--- src/rtl/adbus_wr8_pkg.sv ---
package adbus_wr8_pkg;
  typedef enum logic [2:0] {
    ST_IDLE,
    ST_ALE,
    ST_GAP,
    ST_LOW,
    ST_HOLD,
    ST_REC,
    ST_DONE
  } seq_st_t;
endpackage

--- src/rtl/adbus_wr8_cfgchk.sv ---
module adbus_wr8_cfgchk #(
  parameter int DW        = 5,
  parameter int CW        = 6,
  parameter int FLASH_REC = 7,
  parameter int FLASH_DUR = 9
) (
  input  logic [DW-1:0] dur,
  input  logic          flash,
  input  logic          hold,
  output logic          ok,
  output logic [CW-1:0] lo_len,
  output logic [CW-1:0] rec_len,
  output logic          hold_len
);
  logic [CW-1:0] dur_w;
  logic [CW-1:0] rec_term;

  always_comb begin
    dur_w    = CW'(dur);
    rec_term = flash ? CW'(FLASH_REC) : '0;
    lo_len   = dur_w - rec_term;
    rec_len  = rec_term + CW'(1);
    hold_len = hold;
    ok       = (dur_w > rec_term) && (!flash || (dur_w == CW'(FLASH_DUR)));
  end
endmodule

--- src/rtl/adbus_wr8_ctrl.sv ---
module adbus_wr8_ctrl
  import adbus_wr8_pkg::*;
#(
  parameter int CW      = 6,
  parameter int NB      = 4,
  parameter int ALE_CYC = 2,
  parameter int GAP_CYC = 2,
  localparam int IW     = (NB > 1) ? $clog2(NB) : 1
) (
  input  logic          clk,
  input  logic          rst_n,
  input  logic          in_valid,
  input  logic          cfg_ok,
  input  logic [CW-1:0] lo_len,
  input  logic [CW-1:0] rec_len,
  input  logic          hold_len,
  input  logic          ale_low_live,
  output logic          in_ready,
  output logic          load,
  output logic          busy,
  output logic          done,
  output logic          cfg_err,
  output logic          ale_lvl,
  output logic          wr_act,
  output logic          oe,
  output logic          addr_phase,
  output logic [IW-1:0] bidx
);
  seq_st_t       st_q;
  logic [CW-1:0] cnt_q;
  logic [CW-1:0] lo_s, rec_s;
  logic          hold_s, pol_s;
  logic          err_q;
  logic          accept;
  logic          last_byte;

  assign accept    = in_valid && (st_q == ST_IDLE);
  assign load      = accept && cfg_ok;
  assign last_byte = (bidx == IW'(NB - 1));

  always_ff @(posedge clk) begin
    if (!rst_n) begin
      st_q   <= ST_IDLE;
      cnt_q  <= '0;
      lo_s   <= CW'(1);
      rec_s  <= CW'(1);
      hold_s <= 1'b0;
      pol_s  <= 1'b0;
      err_q  <= 1'b0;
      bidx   <= '0;
    end else begin
      err_q <= accept && !cfg_ok;
      if (cnt_q != '0 && st_q != ST_IDLE && st_q != ST_DONE) begin
        cnt_q <= cnt_q - CW'(1);
      end else begin
        unique case (st_q)
          ST_IDLE: if (load) begin
            st_q   <= ST_ALE;
            cnt_q  <= CW'(ALE_CYC - 1);
            lo_s   <= lo_len;
            rec_s  <= rec_len;
            hold_s <= hold_len;
            pol_s  <= ale_low_live;
            bidx   <= '0;
          end
          ST_ALE: begin
            st_q  <= ST_GAP;
            cnt_q <= CW'(GAP_CYC - 1);
          end
          ST_GAP, ST_REC: begin
            st_q  <= ST_LOW;
            cnt_q <= lo_s - CW'(1);
          end
          ST_LOW, ST_HOLD: begin
            if (st_q == ST_LOW && hold_s) begin
              st_q  <= ST_HOLD;
              cnt_q <= '0;
            end else if (last_byte) begin
              st_q <= ST_DONE;
            end else begin
              st_q  <= ST_REC;
              cnt_q <= rec_s - CW'(1);
              bidx  <= bidx + IW'(1);
            end
          end
          ST_DONE: st_q <= ST_IDLE;
          default: st_q <= ST_IDLE;
        endcase
      end
    end
  end

  assign in_ready   = (st_q == ST_IDLE);
  assign busy       = (st_q != ST_IDLE);
  assign done       = (st_q == ST_DONE);
  assign cfg_err    = err_q;
  assign wr_act     = (st_q == ST_LOW);
  assign addr_phase = (st_q == ST_ALE) || (st_q == ST_GAP);
  assign oe         = busy && (st_q != ST_DONE);
  assign ale_lvl    = (st_q == ST_ALE) ^ (busy ? pol_s : ale_low_live);

  AST_ALE_TWO_CYCLES: assert property (@(posedge clk) disable iff (!rst_n)
    $rose(st_q == ST_ALE) |=> (st_q == ST_ALE)) else $error("ALE shorter than 2");
  AST_ALE_ENDS: assert property (@(posedge clk) disable iff (!rst_n)
    (st_q == ST_ALE) && $past(st_q == ST_ALE) |=> (st_q == ST_GAP)) else $error("ALE too long");
  AST_CFG_HELD: assert property (@(posedge clk) disable iff (!rst_n)
    busy && $past(busy) |-> $stable(lo_s) && $stable(rec_s) && $stable(hold_s) && $stable(pol_s))
    else $error("config changed mid group");
  AST_LEGAL_LEN: assert property (@(posedge clk) disable iff (!rst_n)
    busy |-> lo_s != '0) else $error("zero strobe width");
  AST_ERR_IDLE: assert property (@(posedge clk) disable iff (!rst_n)
    cfg_err |-> !busy && in_ready) else $error("error with activity");
  AST_DONE_PULSE: assert property (@(posedge clk) disable iff (!rst_n)
    done |=> !done && in_ready) else $error("done not a pulse");
endmodule

--- src/rtl/adbus_wr8_busmux.sv ---
module adbus_wr8_busmux #(
  parameter int AW      = 16,
  parameter int BW      = 8,
  parameter int NB      = 4,
  localparam int IW     = (NB > 1) ? $clog2(NB) : 1,
  localparam int DATA_W = NB * BW
) (
  input  logic              clk,
  input  logic              rst_n,
  input  logic              load,
  input  logic [AW-1:0]     addr_in,
  input  logic [DATA_W-1:0] data_in,
  input  logic              oe,
  input  logic              addr_phase,
  input  logic [IW-1:0]     bidx,
  output logic [AW-1:0]     ad_out
);
  logic [AW-1:0]     addr_q;
  logic [DATA_W-1:0] data_q;
  logic [BW-1:0]     lane [NB];

  always_ff @(posedge clk) begin
    if (!rst_n) begin
      addr_q <= '0;
      data_q <= '0;
    end else if (load) begin
      addr_q <= addr_in;
      data_q <= data_in;
    end
  end

  for (genvar g = 0; g < NB; g++) begin : g_lane
    assign lane[g] = data_q[g*BW +: BW];
  end

  always_comb begin
    if (!oe)             ad_out = '0;
    else if (addr_phase) ad_out = addr_q;
    else                 ad_out = {addr_q[AW-1:BW], lane[bidx]};
  end

  AST_UPPER_STABLE: assert property (@(posedge clk) disable iff (!rst_n)
    oe && $past(oe) |-> ad_out[AW-1:BW] == $past(ad_out[AW-1:BW]))
    else $error("upper lanes moved in group");
  AST_BUS_RELEASED: assert property (@(posedge clk) disable iff (!rst_n)
    !oe |-> ad_out == '0) else $error("bus not quiet");
endmodule

--- src/rtl/adbus_wr8_seq.sv ---
module adbus_wr8_seq #(
  parameter int AW        = 16,
  parameter int BW        = 8,
  parameter int NB        = 4,
  parameter int DW        = 5,
  parameter int ALE_CYC   = 2,
  parameter int GAP_CYC   = 2,
  parameter int FLASH_REC = 7,
  parameter int FLASH_DUR = 9
) (
  input  logic           clk,
  input  logic           rst_n,
  input  logic           in_valid,
  output logic           in_ready,
  input  logic [15:0]    in_addr,
  input  logic [31:0]    in_data,
  input  logic [4:0]     cfg_dur,
  input  logic           cfg_hold,
  input  logic           cfg_flash,
  input  logic           cfg_ale_low,
  output logic           ale,
  output logic           wr_n,
  output logic           ad_oe,
  output logic [15:0]    ad_out,
  output logic           busy,
  output logic           done,
  output logic           cfg_err
);
  localparam int RW = $clog2(FLASH_REC + 2);
  localparam int CW = ((RW > DW) ? RW : DW) + 1;
  localparam int IW = (NB > 1) ? $clog2(NB) : 1;

  logic          ok;
  logic [CW-1:0] lo_len, rec_len;
  logic          hold_len;
  logic          load, wr_act, oe, addr_phase;
  logic [IW-1:0] bidx;

  adbus_wr8_cfgchk #(.DW(DW), .CW(CW), .FLASH_REC(FLASH_REC), .FLASH_DUR(FLASH_DUR)) chk_i (
    .dur(cfg_dur), .flash(cfg_flash), .hold(cfg_hold),
    .ok(ok), .lo_len(lo_len), .rec_len(rec_len), .hold_len(hold_len)
  );

  adbus_wr8_ctrl #(.CW(CW), .NB(NB), .ALE_CYC(ALE_CYC), .GAP_CYC(GAP_CYC)) ctrl_i (
    .clk(clk), .rst_n(rst_n), .in_valid(in_valid), .cfg_ok(ok),
    .lo_len(lo_len), .rec_len(rec_len), .hold_len(hold_len), .ale_low_live(cfg_ale_low),
    .in_ready(in_ready), .load(load), .busy(busy), .done(done), .cfg_err(cfg_err),
    .ale_lvl(ale), .wr_act(wr_act), .oe(oe), .addr_phase(addr_phase), .bidx(bidx)
  );

  adbus_wr8_busmux #(.AW(AW), .BW(BW), .NB(NB)) mux_i (
    .clk(clk), .rst_n(rst_n), .load(load), .addr_in(in_addr), .data_in(in_data),
    .oe(oe), .addr_phase(addr_phase), .bidx(bidx), .ad_out(ad_out)
  );

  assign wr_n  = !wr_act;
  assign ad_oe = oe;

  AST_WR_NEEDS_OE: assert property (@(posedge clk) disable iff (!rst_n)
    !wr_n |-> ad_oe && busy) else $error("strobe without drive");
  AST_WR_NOT_IN_ADDR: assert property (@(posedge clk) disable iff (!rst_n)
    addr_phase |-> wr_n) else $error("strobe in address phase");
endmodule

--- config.mk ---
export PLATFORM = sky130hd
export DESIGN_NAME = adbus_wr8_seq
export DESIGN_NICKNAME = d
export VERILOG_FILES = /design/src/rtl/adbus_wr8_pkg.sv /design/src/rtl/adbus_wr8_cfgchk.sv /design/src/rtl/adbus_wr8_ctrl.sv /design/src/rtl/adbus_wr8_busmux.sv /design/src/rtl/adbus_wr8_seq.sv
export SDC_FILE = /design/constraint.sdc
export NUM_CORES = 1
export LEC_CHECK = 0
export BUFFER_PORTS_ARGS = -buffer_cell sky130_fd_sc_hd__buf_2
export CAP_MARGIN = 20
export CORE_ASPECT_RATIO = 1.1
export CORE_UTILIZATION = 59
export CTS_BUF_LIST = sky130_fd_sc_hd__clkbuf_4 sky130_fd_sc_hd__clkbuf_8 sky130_fd_sc_hd__clkbuf_16
export CTS_CLUSTER_DIAMETER = 120
export DETAILED_ROUTE_END_ITERATION = 7
export PLACE_DENSITY = 0.94
export SLEW_MARGIN = 20
export SYNTH_ARGS = -nofsm -noshare
export SYNTH_HDL_FRONTEND = slang
export SYNTH_SLANG_ARGS = --single-unit
--- constraint.sdc ---
create_clock -name clk -period 4.5 [get_ports clk]
set_input_delay 0.9 -clock clk [delete_from_list [all_inputs] [get_ports clk]]
set_output_delay 0.9 -clock clk [all_outputs]
set_load 0.05 [all_outputs]
### Word level (Yosys, flattened, before mapping)

Cells that the tools add are included.

| operators by class | value |
|---|---|
| add/sub/neg operators | 6 |
| multiply operators | 0 |
| divide/modulo/power cells | 0 |
| order comparisons | 2 |
| equal/unequal tests | 14 |
| shift-type cells | 0 |
| mux-type cells | 20 |
| bitwise operators | 3 |
| reductions and logical operators | 24 |

Operators with widths:

| cell | count |
|---|---|
| $mux W6 | 4 |
| $mux W8 | 3 |
| $pmux W6 S4 | 1 |
| $sub A6 B1 Y6 const B | 3 |
| $bmux W8 S2 | 1 |
| $mux W16 | 1 |
| $pmux W3 S4 | 1 |
| $eq A3 B3 Y1 const B | 3 |
| $mux W3 | 3 |
| $logic_and A1 B1 Y1 | 8 |
| $mux W2 | 4 |
| $add A6 B1 Y6 const B | 1 |
| $eq A3 B2 Y1 const B | 2 |
| $gt A5 B6 Y1 | 1 |
| $reduce_and A3 Y1 | 2 |
| $reduce_bool A6 Y1 | 1 |
| $sub A5 B6 Y6 | 1 |
| $eq A5 B4 Y1 const B | 1 |
| $reduce_and A5 Y1 | 1 |
| $reduce_bool A5 Y1 | 1 |
| $ne A2 B2 Y1 const B | 2 |
| $ne A4 B4 Y1 const B | 1 |
| $pmux W2 S2 | 1 |
| $reduce_or A2 Y1 | 2 |
| 17 further kinds | 20 |

| word-level totals | value |
|---|---|
| flip-flop bits (word level) | 74 |
| latch bits | 0 |
| RAM bits | 0 |
| memory bits (read-only) | 0 |
| input port bits | 59 |
| output and inout bits | 23 |
| word-level logic and storage cells | 79 |
| memories kept | 0 |

### Longest topological paths before layout

| logic depth | value |
|---|---|
| depth after elaboration | 7 |
| gate-level depth with buffers | 11 |
| mapped depth without buffers | 9 |

### Modules after synthesis

A second synthesis with hierarchy kept.

| second synthesis, totals | value |
|---|---|
| cells, all modules | 439 |
| area total of the unflattened synthesis | 4,030.1 sq um |

By module, submodules not included:

| module | times used | cells an instance | area each (sq um) | seq. area each (sq um) |
|---|---|---|---|---|
| adbus_wr8_busmux | 1 | 203 | 2,202.1 | 960.9 |
| adbus_wr8_ctrl | 1 | 204 | 1,580.3 | 520.5 |
| adbus_wr8_cfgchk | 1 | 31 | 244.0 | 0.0 |
| adbus_wr8_seq | 1 | 1 | 3.8 | 0.0 |

### Least setup slack after synthesis

OpenSTA, ideal clock, no wires.

| path | value |
|---|---|
| path kind | register to output |
| from | register ctrl_i.st_q[1] |
| to | output port ad_out[0] |
| data arrival time | 2.256 ns |
| required time | 3.600 ns |
| setup slack | 1.344 ns |
| cell stages (with the launch flop) | 6 |
| path buffers | 3 |
| cells stage by stage | dfxtp_1 -> clkbuf_1 -> clkbuf_1 -> clkbuf_1 -> a21oi_1 -> o21ai_0 |

| between the ends | value |
|---|---|
| cells in the longest elaborated chain, start to end | 4 |
| elaborated cells on any way between the ends | 8 |
| those cells by class | eq/ne: 3; mux: 2; reduce/logical: 3 |

RTL lines:

| element | RTL line | text |
|---|---|---|
| start, declared | adbus_wr8_ctrl.sv:29 | `seq_st_t st_q;` |
| start signal, assigned | adbus_wr8_ctrl.sv:43 | `st_q <= ST_IDLE;` |
| start signal, assigned | adbus_wr8_ctrl.sv:58 | `st_q <= ST_ALE;` |
| start signal, assigned | adbus_wr8_ctrl.sv:67 | `st_q <= ST_GAP;` |
| $eq A3 B1 Y1 or $eq A3 B2 Y1 (tied branches) | adbus_wr8_ctrl.sv:98 | `assign addr_phase = (st_q == ST_ALE) \|\| (st_q == ST_GAP);` |
| $logic_or A1 B1 Y1 | adbus_wr8_ctrl.sv:98 |  |
| $mux W8 | adbus_wr8_busmux.sv:38 | `else if (addr_phase) ad_out = addr_q;` |
| $mux W16 (*) | adbus_wr8_busmux.sv:37 | `if (!oe) ad_out = '0;` |
| end, declared | adbus_wr8_seq.sv:24 | `output logic [15:0] ad_out,` |

Mark *: on every way between the ends. The rest lies on a longest branch, timed or not.

### Worst setup path after layout

| path | value |
|---|---|
| from | register ctrl_i.st_q[1] |
| to | output port ad_out[14] |

| between the ends | value |
|---|---|
| cells in the longest elaborated chain, start to end | 3 |
| elaborated cells on any way between the ends | 4 |
| those cells by class | eq/ne: 1; mux: 1; reduce/logical: 2 |

RTL lines:

| element | RTL line | text |
|---|---|---|
| $ne A3 B3 Y1 or $reduce_bool A3 Y1 (tied branches) | adbus_wr8_ctrl.sv:99, adbus_wr8_ctrl.sv:94 |  |
| $logic_and A1 B1 Y1 (*) | adbus_wr8_ctrl.sv:99 | `assign oe = busy && (st_q != ST_DONE);` |
| $mux W16 (*) | adbus_wr8_busmux.sv:37 |  |

Marked as above.

==> impl_metrics.toml <==
[timing]
final.setup.tns_ns = 0
timing_hold_violations_final = 0
timing.hold.ws_ns = 0.4654
period_minus_slack_ns = 3.840
fmax_mhz = 260.4
clock_skew_ns = 0.007252
slew_viol_final = 0
setup-violations-final = 0
rsz0062_at_grt = "false"
slew-limit-headroom = 0.3371
fin_crit_sh = 0.8533
worst_slew_pin_slew_ns = 0.9924
postLayoutSetupSlackWorst_ns = 0.6601

[floorplanning]
std_cell_rows = 30
die_y_microns = 85.69
core_area_sq_um = 6156
start_util = 0.6102
die_area_sq_um = 6690
fp.dieW_microns = 78.08
ios = 82

[worst_setup_path]
crit_required_ns = 3.60
cp_data_arrival_time_ns = 2.94
worstSetupEndpointType = "output pin"
crit_fanout = 27
critPathKind = "flip-flop to output pin"
cp-start-kind = "flip-flop"
r2r_slack_ns = 1.38

[clock_tree]
clk_latency_ns = 0.35
cts.clk_slew.worst_paths_ns = 0.07
cts_setup_buffers = 0
cts_root_buf = "clkbuf_8"
cts_tree = "done"
htree_levels = 3
cts.sinks = 70
cts_buffer_depth = 2
cts_inserted_buffers = 9
ctsResizeCount = 0
hold_buffers = 0

[global_routing]
grt_overflow = 0
grt_usage = 0.2727
grt_start_max_net_pins = 78
grt_pass1_wl_mm = 14.33
grt_pass1_vias = 3237
antenna_found_initial = 0

[synth]
syn_avg_cell_area_sq_um = 8.165
synth-seq-cells = 70
synth-edff-count = 0
ys.flop_type = "dfxtp_1"
yosysMostFrequentCell = "nand2_1"
synth.top_cell.area_share = 0.3731
synth_area_leaders = "dfxtp_1 (37%), nand2_1 (11%), a21boi_0 (10%), mux4_2 (4.8%), clkbuf_1 (2.8%)"
synthCells = 460
syn-num-nets = 528
synth_area_sq_um = 3756
ys_seq_area_frac = 0.3731
post-synth-top-area-cell = "dfxtp_1"
yosysWarnings = 0
yosysUniqueCellTypes = 55
yosys-top-cells-count = "nand2_1 (114), dfxtp_1 (70), a21boi_0 (52)"
async_flop_share = 0

[detailed_routing]
vias = 3481
route.detailed.drc = 0
dr.pass1.iters = 6
ant_nets = 0
drtIter0Drc = 401
drt-wirelength-per-cell_microns = 14.46
via_per_inst = 5.773
wl_mm = 8.720

[power]
peakVddDrop_mv = 0.3006
power.total_mw = 2.106
power.density_nw_per_um2 = 487.0
leakage_nw = 1.729

[placement]
numPortBuffers = 81
dp_slack_ns = 0.9391
dp_hpwl_mm = 6.068
gp_congestion = 0.8780

[cells_and_area]
postLayoutCoreUtil = 0.7024
layout-drive-gt1-share = 0.2218
fin_nets = 587
n_antenna_cell = 0
multi_input_area_sq_um = 2158
regArea_sq_um = 1401
area_delta_synth_final_pct = 15.12
fill_cells = 476

[job]
max_cap_viol_count = 0

[min_path]
hp-class = "flip-flop to flip-flop"

[run_status]
status = "complete, no violations"
-- layout make-up --
type / count / area share
flip-flops and latches: 70 / 0.3241
repair buffers: 85 / 0.1013
well taps: 80 / 0.02315
clock inverters: 4 / 0.005208
clock buffers: 11 / 0.03501
multi-input cells: 339 / 0.4991
inverters: 14 / 0.01215
-- logic make-up (layout without fill, tap and decap cells) --
kind of cell               after synthesis  after routing  synth area share
AOI/OAI and AO/OA                      125            125            0.2338
adders and majority gates                9              9           0.03198
and+or+nand+nor                        188            188            0.2355
DFF                                     70             70            0.3731
buffers and inverters                   51            114           0.05463
xor gates and xnor gates                 5              5           0.01166
muxes                                   12             12           0.05929
-- worst max-delay path, cell delays in order, from the launching register on --
cell	delay [ns]
dfxtp_1	0.85
nor2b_1	0.42
nor3_1	0.77
buf_4	0.28
nor2b_1	0.06
buf_2	0.21
-- metal layers --
| metal | up-vias | share of wire | track usage |
|---|---|---|---|
| met4 | 0 | 0.017 | 0.1145 |
| met2 | 122 | 0.51 | 0.4737 |
| li1 | 1715 | - | - |
| met5 | - | 0 | 0 |
| met1 | 1629 | 0.42 | 0.3264 |
| met3 | 15 | 0.054 | 0.05745 |
-- power by group --
group / switching (mW) / internal (mW)
Sequential: 0.0937 / 0.698
Clock: 0.234 / 0.224
Combinational: 0.547 / 0.309
Total: 0.875 / 1.23
-- sequential cells by signal, indices dropped and copies added (netlist names) --
name            count
ctrl_i.bidx         2
ctrl_i.cfg_err      1
ctrl_i.pol_s        1
ctrl_i.rec_s        2
mux_i.addr_q       16
ctrl_i.st_q         3
mux_i.data_q       32
ctrl_i.lo_s         6
ctrl_i.cnt_q        6
ctrl_i.hold_s       1
-- stage by stage --
| stage | std cells | instance area (sq um) |
|---|---|---|
| finish | 603 | 4324 |
| global route | 603 | 4324 |
| CTS | 603 | 4314 |
| detailed placement | 588 | 4140 |
| global placement | 588 | 4140 |
| floorplan | 460 | 3756 |
-- final timing paths --
path | startpoint | to | cells after the start
max | ctrl_i.st_q[1] | ad_out[14] | 5
min | mux_i.data_q[30] | mux_i.data_q[30] | 2
max reg2reg | ctrl_i.st_q[1] | ctrl_i.cnt_q[0] | 6
min reg2reg | mux_i.data_q[30] | mux_i.data_q[30] | 2
-- placed cells by master (no fill, tap or decap), drive strengths merged, types with 3 or more instances in the layout --
cell type / synthesis / final
a21boi: 52 / 52
nor3b: 9 / 9
and3: 3 / 3
a21oi: 14 / 14
clkinv: 0 / 3
o21ai: 20 / 20
o211ai: 4 / 4
o211a: 4 / 4
nand2: 114 / 114
ha: 8 / 8
clkbuf: 28 / 11
dfxtp: 70 / 70
nand3: 5 / 5
or2: 3 / 3
nor3: 7 / 7
nor2: 12 / 12
a22oi: 10 / 10
nand3b: 3 / 3
o22ai: 4 / 4
inv: 14 / 14
xor2: 3 / 3
buf: 9 / 85
nor2b: 17 / 17
mux4: 8 / 8
nand2b: 4 / 4
No activity file was read; power rests on OpenSTA's default activity.
